[src/rtl/ldr_pkg.sv]
package ldr_pkg;

    typedef enum logic [2:0] {
        ST_IDLE,
        ST_ARMED,
        ST_MEASURE,
        ST_VERIFY,
        ST_LOCK_SER,
        ST_LOCK_PAR
    } ldr_state_t;

    localparam int NRATES = 4;
    localparam logic [7:0] WAKE_CHAR = 8'h0D;

    // candidate serial rates, index 0 is the fastest
    function automatic int rate_bps(input int idx);
        case (idx)
            0:       return 9600;
            1:       return 2400;
            2:       return 1200;
            default: return 300;
        endcase
    endfunction

endpackage

[src/rtl/ldr_sync.sv]
module ldr_sync #(
    parameter int          W      = 4,
    parameter int          STAGES = 2,
    parameter logic [W-1:0] INIT  = '0
) (
    input  logic         clk,
    input  logic         arst_n,
    input  logic [W-1:0] d,
    output logic [W-1:0] q
);
    logic [STAGES-1:0][W-1:0] stg;

    always_ff @(posedge clk or negedge arst_n) begin
        if (!arst_n) begin
            stg <= {STAGES{INIT}};
        end else begin
            stg[0] <= d;
            for (int i = 1; i < STAGES; i++) begin
                stg[i] <= stg[i-1];
            end
        end
    end

    assign q = stg[STAGES-1];
endmodule

[src/rtl/ldr_rate_match.sv]
module ldr_rate_match
    import ldr_pkg::*;
#(
    parameter int CLK_HZ = 16_000_000,
    parameter int CW     = 18
) (
    input  logic [CW-1:0] width,
    output logic          hit,
    output logic [CW-1:0] div
);
    logic [NRATES-1:0]         in_win;
    logic [NRATES-1:0][CW-1:0] divs;

    for (genvar g = 0; g < NRATES; g++) begin : g_rate
        localparam int D  = CLK_HZ / rate_bps(g);
        localparam int LO = D - D / 4;
        localparam int HI = D + D / 4;
        assign divs[g]   = CW'(D);
        assign in_win[g] = (width >= CW'(LO)) && (width <= CW'(HI));
    end

    always_comb begin
        hit = |in_win;
        div = '0;
        for (int i = NRATES - 1; i >= 0; i--) begin
            if (in_win[i]) div = divs[i];
        end
    end
endmodule

[src/rtl/ldr_bit_timer.sv]
module ldr_bit_timer #(
    parameter int CW = 18
) (
    input  logic          clk,
    input  logic          arst_n,
    input  logic          load,
    input  logic [CW-1:0] load_val,
    input  logic          run,
    input  logic [CW-1:0] reload_val,
    output logic          tick
);
    logic [CW-1:0] cnt;

    assign tick = run && !load && (cnt == '0);

    always_ff @(posedge clk or negedge arst_n) begin
        if (!arst_n) begin
            cnt <= '0;
        end else if (load) begin
            cnt <= load_val;
        end else if (run) begin
            cnt <= (cnt == '0) ? reload_val : cnt - 1'b1;
        end
    end
endmodule

[src/rtl/loader_autobaud.sv]
module loader_autobaud
    import ldr_pkg::*;
#(
    parameter int CLK_HZ      = 16_000_000,
    parameter int SYNC_STAGES = 2,
    localparam int MAXDIV     = CLK_HZ / 300,
    localparam int MAXHI      = MAXDIV + MAXDIV / 4,
    localparam int DIV_W      = $clog2(MAXHI + 2) + 1
) (
    input  logic             clk,
    input  logic             arst_n,
    input  logic             rst_pin,
    input  logic             psen_n,
    input  logic             rxd,
    input  logic             prog_pulse,
    output logic             loader_active,
    output logic             mode_serial,
    output logic [DIV_W-1:0] baud_div,
    output logic             locked
);
    localparam int BITS = 8;

    // synchronized inputs {prog, rxd, psen_n, rst}
    logic [3:0] raw_in, syn_in;
    logic rst_s, psen_n_s, rxd_s, prog_s;
    logic rst_q, rxd_q, prog_q;

    assign raw_in = {prog_pulse, rxd, psen_n, rst_pin};

    ldr_sync #(.W(4), .STAGES(SYNC_STAGES), .INIT(4'b0110)) u_sync (
        .clk    (clk),
        .arst_n (arst_n),
        .d      (raw_in),
        .q      (syn_in)
    );

    assign rst_s    = syn_in[0];
    assign psen_n_s = syn_in[1];
    assign rxd_s    = syn_in[2];
    assign prog_s   = syn_in[3];

    logic rx_fall, prog_rise, entry_req;
    assign rx_fall   = rxd_q && !rxd_s;
    assign prog_rise = prog_s && !prog_q;
    assign entry_req = rst_s && rst_q && !psen_n_s;

    ldr_state_t      state_q, state_d;
    logic [DIV_W-1:0] width_q;
    logic [DIV_W-1:0] cand_div;
    logic [BITS-1:0]  shreg;
    logic [3:0]       bitn;

    logic             win_hit;
    logic [DIV_W-1:0] win_div;
    logic             too_long;
    logic             width_ok;
    logic             tmr_load, tmr_run, tick;
    logic             frame_good;

    ldr_rate_match #(.CLK_HZ(CLK_HZ), .CW(DIV_W)) u_match (
        .width (width_q),
        .hit   (win_hit),
        .div   (win_div)
    );

    assign too_long = !rxd_s && (width_q >= DIV_W'(MAXHI));
    assign width_ok = (state_q == ST_MEASURE) && rxd_s && win_hit;
    assign tmr_load = width_ok;
    assign tmr_run  = (state_q == ST_VERIFY);

    ldr_bit_timer #(.CW(DIV_W)) u_timer (
        .clk        (clk),
        .arst_n     (arst_n),
        .load       (tmr_load),
        .load_val   ({1'b0, win_div[DIV_W-1:1]}),
        .run        (tmr_run),
        .reload_val (cand_div - 1'b1),
        .tick       (tick)
    );

    assign frame_good = (shreg == WAKE_CHAR) && rxd_s;

    // next-state logic
    always_comb begin
        state_d = state_q;
        unique case (state_q)
            ST_IDLE: begin
                if (entry_req) state_d = ST_ARMED;
            end
            ST_ARMED: begin
                if (!rst_s)          state_d = ST_IDLE;
                else if (prog_rise)  state_d = ST_LOCK_PAR;
                else if (rx_fall)    state_d = ST_MEASURE;
            end
            ST_MEASURE: begin
                if (!rst_s)          state_d = ST_IDLE;
                else if (rxd_s)      state_d = win_hit ? ST_VERIFY : ST_ARMED;
                else if (too_long)   state_d = ST_ARMED;
            end
            ST_VERIFY: begin
                if (!rst_s)                        state_d = ST_IDLE;
                else if (tick && bitn == 4'(BITS)) state_d = frame_good ? ST_LOCK_SER : ST_ARMED;
            end
            ST_LOCK_SER: state_d = ST_LOCK_SER;
            ST_LOCK_PAR: state_d = ST_LOCK_PAR;
            default:     state_d = ST_IDLE;
        endcase
    end

    // state and datapath registers
    always_ff @(posedge clk or negedge arst_n) begin
        if (!arst_n) begin
            state_q  <= ST_IDLE;
            rst_q    <= 1'b0;
            rxd_q    <= 1'b1;
            prog_q   <= 1'b0;
            width_q  <= '0;
            cand_div <= '0;
            shreg    <= '0;
            bitn     <= '0;
        end else begin
            state_q <= state_d;
            rst_q   <= rst_s;
            rxd_q   <= rxd_s;
            prog_q  <= prog_s;

            if (state_q == ST_ARMED) begin
                cand_div <= '0;
                width_q  <= rx_fall ? DIV_W'(1) : '0;
            end else if (state_q == ST_MEASURE && !rxd_s) begin
                width_q <= width_q + 1'b1;
            end

            if (width_ok) begin
                cand_div <= win_div;
                bitn     <= '0;
                shreg    <= '0;
            end else if (tmr_run && tick) begin
                bitn <= bitn + 1'b1;
                if (bitn < 4'(BITS)) shreg <= {rxd_s, shreg[BITS-1:1]};
            end
        end
    end

    // outputs decoded from state
    always_comb begin
        loader_active = (state_q != ST_IDLE);
        locked        = (state_q == ST_LOCK_SER) || (state_q == ST_LOCK_PAR);
        mode_serial   = (state_q == ST_LOCK_SER);
        baud_div      = (state_q == ST_LOCK_SER) ? cand_div : '0;
    end
endmodule

[config.mk]
export PLATFORM = sky130hd
export DESIGN_NAME = loader_autobaud
export DESIGN_NICKNAME = d
export VERILOG_FILES = /design/src/rtl/ldr_pkg.sv /design/src/rtl/ldr_sync.sv /design/src/rtl/ldr_rate_match.sv /design/src/rtl/ldr_bit_timer.sv /design/src/rtl/loader_autobaud.sv
export SDC_FILE = /design/constraint.sdc
export NUM_CORES = 1
export LEC_CHECK = 0
export ABC_AREA = 1
export CORE_MARGIN = 5
export CORE_UTILIZATION = 40
export DETAILED_ROUTE_END_ITERATION = 7
export PLACE_DENSITY = 0.64
export SLEW_MARGIN = 20
export SYNTH_ARGS = -nofsm -noshare
export SYNTH_HDL_FRONTEND = slang
export SYNTH_SLANG_ARGS = --single-unit
[constraint.sdc]
create_clock -name clk -period 4.8 [get_ports clk]
set_clock_uncertainty 0.1 [all_clocks]
set_input_delay 0.48 -clock clk [delete_from_list [all_inputs] [get_ports clk]]
set_output_delay 0.48 -clock clk [all_outputs]
set_load 0.02 [all_outputs]
### Word-level counts from Yosys, hierarchy flattened

Cells that the tools add are included.

* bits in registers: 80
* latch bits: 0
* memory bits (writable): 0
* bits in read-only memories: 0
* bits of input ports: 6
* output and inout port bits: 21
* word-level logic and storage cells: 99
* memories: 0

* $add $sub $neg: 4
* multiply operators: 0
* div/mod/pow operators: 0
* magnitude comparators: 10
* equality and inequality tests: 11
* shifts and indexed selects: 0
* multiplexer cells: 30
* bitwise operators: 0
* reductions and logical operators: 33

Operator list (number)
* two-way mux 18 bit: 8
* two-way mux 16 bit: 4
* subtractor 18 x 1 -> 18 bit (second input constant): 2
* two-way mux 3 bit: 10
* two-way mux 8 bit: 3
* adder 18 x 1 -> 18 bit (second input constant): 1
* greater-or-equal comparator 18 x 11 -> 1 bit (second input constant): 1
* greater-or-equal comparator 18 x 13 -> 1 bit (second input constant): 1
* greater-or-equal comparator 18 x 14 -> 1 bit (second input constant): 1
* greater-or-equal comparator 18 x 16 -> 1 bit (second input constant): 1
* greater-or-equal comparator 18 x 17 -> 1 bit (second input constant): 1
* less-or-equal comparator 18 x 12 -> 1 bit (second input constant): 1
* less-or-equal comparator 18 x 14 -> 1 bit (second input constant): 1
* less-or-equal comparator 18 x 15 -> 1 bit (second input constant): 1
* less-or-equal comparator 18 x 17 -> 1 bit (second input constant): 1
* zero test 18 bit: 1
* case mux 3 bit (6 select lines): 1
* logical AND 1 bit: 17
* nonzero test 2 bit: 5
* == test 8 x 4 -> 1 bit (second input constant): 1
* two-way mux 4 bit: 2
* == test 3 x 2 -> 1 bit (second input constant): 2
* == test 3 bit (second input constant): 2
* adder 4 x 1 -> 4 bit (second input constant): 1
* 16 further kinds: 19

### Longest topological paths before layout

* word-level depth: 11
* gate-level depth with buffers: 16
* mapped depth without buffers: 16

### Modules after synthesis

Synthesis repeated with hierarchy kept, for this count alone.

* cells, all modules: 820
* area total of the unflattened synthesis: 5660.4 sq um

By module, submodules not included
* loader_autobaud: instances 1, cells an instance 452, area each 3323.2 sq um, seq. area each 1352.5 sq um
* ldr_bit_timer: instances 1, cells an instance 205, area each 1387.6 sq um, seq. area each 450.4 sq um
* ldr_rate_match: instances 1, cells an instance 151, area each 714.4 sq um, seq. area each 0.0 sq um
* ldr_sync: instances 1, cells an instance 12, area each 235.2 sq um, seq. area each 205.2 sq um

### Worst setup path before layout

No wires, ideal clock.

* kind: reg-to-output
* from: register state_q[1]
* to: output baud_div[14]
* arrival: 1.844 ns
* required time: 4.220 ns
* path slack: 2.376 ns
* stages on the path, launching flop included: 5
* buffers on the path: 1
* path through: dfrtp_1 -> nor3_1 -> inv_1 -> nor2_1 -> buf_4

* cells in the longest elaborated chain, start to end: 2

RTL lines
* from (decl): line loader_autobaud.sv:47 `ldr_state_t state_q, state_d;`
* from (signal assigned): line loader_autobaud.sv:122 `state_q <= state_d;`
* == test 3 bit
* named net mode_serial: line loader_autobaud.sv:17 `output logic mode_serial,`
* two-way mux 18 bit: line loader_autobaud.sv:150 `baud_div = (state_q == ST_LOCK_SER) ? cand_div : '0;`
* to (decl): line loader_autobaud.sv:18 `output logic [DIV_W-1:0] baud_div,`

The timed path passes the listed nets, and every way through them passes these cells.

### Worst setup path in the final report

* from: register state_q[1]
* to: output baud_div[4]

* cells in the longest elaborated chain, start to end: 2

RTL lines (line)
* == test 3 bit: loader_autobaud.sv:150
* two-way mux 18 bit: loader_autobaud.sv:150

Every way passes these cells.

==> flow_metrics.tcl <==
set metrics [dict create \
    run_status "completed" \
    route.antenna.remaining_nets 0 \
    most_numerous_cell_in_the_yosys_netlist "nand2_1" \
    postSynthRegisterBits 70 \
    worst_pin_slew_ns 0.926 \
    power.leakage_nw 2.55 \
    ant_cells 0 \
    post_synth_instance_area_um2 4540 \
    synth.distinct_cells 45 \
    syn-instance-count 649 \
    hold_path.class "in -> async" \
    holdBufCountCts 0 \
    achievable-frequency_mhz 375 \
    std_cell_rows 39 \
    seq_area_frac_synth 0.387 \
    die_y_um 117 \
    report.power.total_mw 2.19 \
    multi_input_comb_area_um2 2260 \
    setup_total_negative_slack_ns 0 \
    fill_cells 1105 \
    critical_path.startpoint_type "flip-flop" \
    cts_setup_buffers 0 \
    r2r-end "state_q[0]" \
    grt_pass1_vias 3910 \
    floorplan.io_pins 27 \
    grt_antenna_before_repair 0 \
    initial_core_util 0.403 \
    via_count_normalized_by_instance_count 5.08 \
    synth_top_cell_area_share 0.358 \
    die-area_um2 13600 \
    via_count 4126 \
    setup_viol 0 \
    rr_startpoint "state_q[2]" \
    worst-endpoint-required_ns 4.22 \
    timing_worst_setup_path_type "reg -> out" \
    place.port_buffers 22 \
    ir_drop_mv 0.307 \
    final_min_period_over_clock_period 0.556 \
    ys.flop_type "dfrtp_1" \
    synth_edf_count 0 \
    maxSlewViolCount 0 \
    post-synth-top-area-cell "dfrtp_1" \
    htree_levels 3 \
    cts_root_buffer "clkbuf_16" \
    timing.max_cap.violations 0 \
    drt_pre_antenna_iters 5 \
    synth.avg_cell_area_um2 7.00 \
    rsz_0062_raised_after_global_routing "false" \
    layout.nets 677 \
    post_cts_resized 0 \
    crit_path_max_fanout 8 \
    drc 0 \
    synth.cells.most_frequent "nand2_1 (142), inv_1 (91), nor2_1 (90)" \
    grt_pass1_wl_um 19100 \
    clk_path_buf_depth 2 \
    path_clk_slew_ns 0.06 \
    cts_tree "yes" \
    relative_slew_margins 0.383 \
    grt_util_all_layers 0.182 \
    final_hold_viol_count 0 \
    area_growth_syn_to_layout_pct 11.6 \
    post-dp-hpwl_um 8650 \
    worst_ep_arrival_time_ns 2.09 \
    sequential_cell_area_um2 1760 \
    synth.yosys.warnings 0 \
    grt_remaining_overflow 0 \
    routed_wl_um 11400 \
    clkSinkCount 70 \
    die_x_um 117 \
    ff2ff_path_depth 11 \
    netlist_top_cells_area "dfrtp_1 (36%), nand2_1 (12%), inv_1 (7.5%), nor2_1 (7.4%), nand3_1 (7.3%)" \
    regToRegSetupSlack_ns 2.16 \
    largest_net_degree_at_the_start_of_global_routing 71 \
    routabilityCongestion 0.945 \
    drt_first_iter_violations 355 \
    worst_skew_pair.late_latency_ns 0.34 \
    cts_made_buffers 9 \
    share_of_synthesized_flip_flops_with_an_asynchronous_set_or_reset 1.00 \
    layout-drive-gt1-share 0.0955 \
    critical_path.endpoint_type "output pin" \
    design.core.area_um2 11300 \
    finalCriticalPeriod_ns 2.67 \
    avgRoutedWirePerCell_um 14.0 \
    power.density_nw_per_um2 432 \
]
[worst max path at each step]
stage               startpoint            to  slack (ns)  cells after the start
global route        state_q[1]   baud_div[4]        1.94                      4
floorplan           state_q[1]  baud_div[14]        2.38                      4
global placement    state_q[2]    state_q[0]        2.26                     11
detailed placement  state_q[2]    state_q[0]        2.21                     11
CTS                 state_q[1]   baud_div[4]        2.05                      4
finish              state_q[1]   baud_div[4]        2.13                      4
[cells in the final DEF, fill, tap and decap left out, types with 2 or more instances in the layout]
cell type,instances
nand3_1,66
nand4_1,7
ha_1,6
a21boi_1,2
clkdlybuf4s50_1,21
o21ai_0,27
dfstp_2,5
inv_6,2
a31oi_1,3
nor2_4,5
clkinv_1,2
clkinvlp_4,2
nor3_2,2
nand2_4,4
xor2_1,2
inv_1,91
xnor2_1,3
o211ai_1,2
clkbuf_16,9
o21ai_1,9
o22ai_1,4
nor4_1,2
nand2_1,142
conb_1,4
a21oi_1,34
nor3_1,15
inv_2,7
nor2_2,5
dfrtp_1,65
nand2_2,12
nor2_1,90
a21oi_2,2
nand3_2,2
[sequential cells by signal (all words and copies together) (netlist names)]
signal,flops
prog_q,1
u_timer.cnt,18
rxd_q,1
u_sync.q,4
width_q,18
state_q,3
u_sync.stg,4
shreg,8
bitn,4
rst_q,1
cand_div,8
[logic make-up after synthesis]
family,Yosys count,synth area share
buf+inv,121,0.118
simple gates,358,0.360
other cells,1,0.000825
compound gates,88,0.108
flops,70,0.387
xor+xnor,5,0.00964
fa+ha+maj,6,0.0165
[per-stage QoR]
stage	instance area [um2]	setup slack [ns]	hold WS, ns	cells	util
after floorplan	4560	2.38	0.0844	652	-
after global placement	4800	2.26	0.233	797	0.426
after detailed placement	4800	2.21	0.243	797	0.426
after CTS	5070	2.05	0.215	813	0.450
after global routing	5070	1.94	0.262	813	0.450
final	5070	2.13	0.157	813	0.450
[routing by layer]
layer  global-route usage  vias to the layer above  wire (um)
met1                0.232                     1910       5210
met4               0.0711                        0        208
met5                    0                        -          0
met2                0.305                       98       5500
li1                     -                     2097          -
met3               0.0332                       21        449
[power breakdown]
group / internal [mW] / switching [mW]
clock: 0.353 / 0.273
combinational: 0.250 / 0.548
sequential: 0.686 / 0.0792
total: 1.29 / 0.901
[worst max-delay path, cell delays in order (launching register included)]
cell and delay, ns:
dfrtp_1 0.43, nor3_1 0.25, inv_1 0.19, nor2_1 0.22, clkdlybuf4s50_1 0.65
[layout make-up]
| class | count | share of cell area |
|---|---|---|
| multi-input combinational | 461 | 0.446 |
| clock inverter | 6 | 0.00913 |
| tap | 143 | 0.0353 |
| timing repair buffer | 22 | 0.0429 |
| clock buffer | 10 | 0.0451 |
| sequential | 70 | 0.347 |
| inverter | 101 | 0.0752 |
Note: power is estimated with default switching activity, not from simulation.
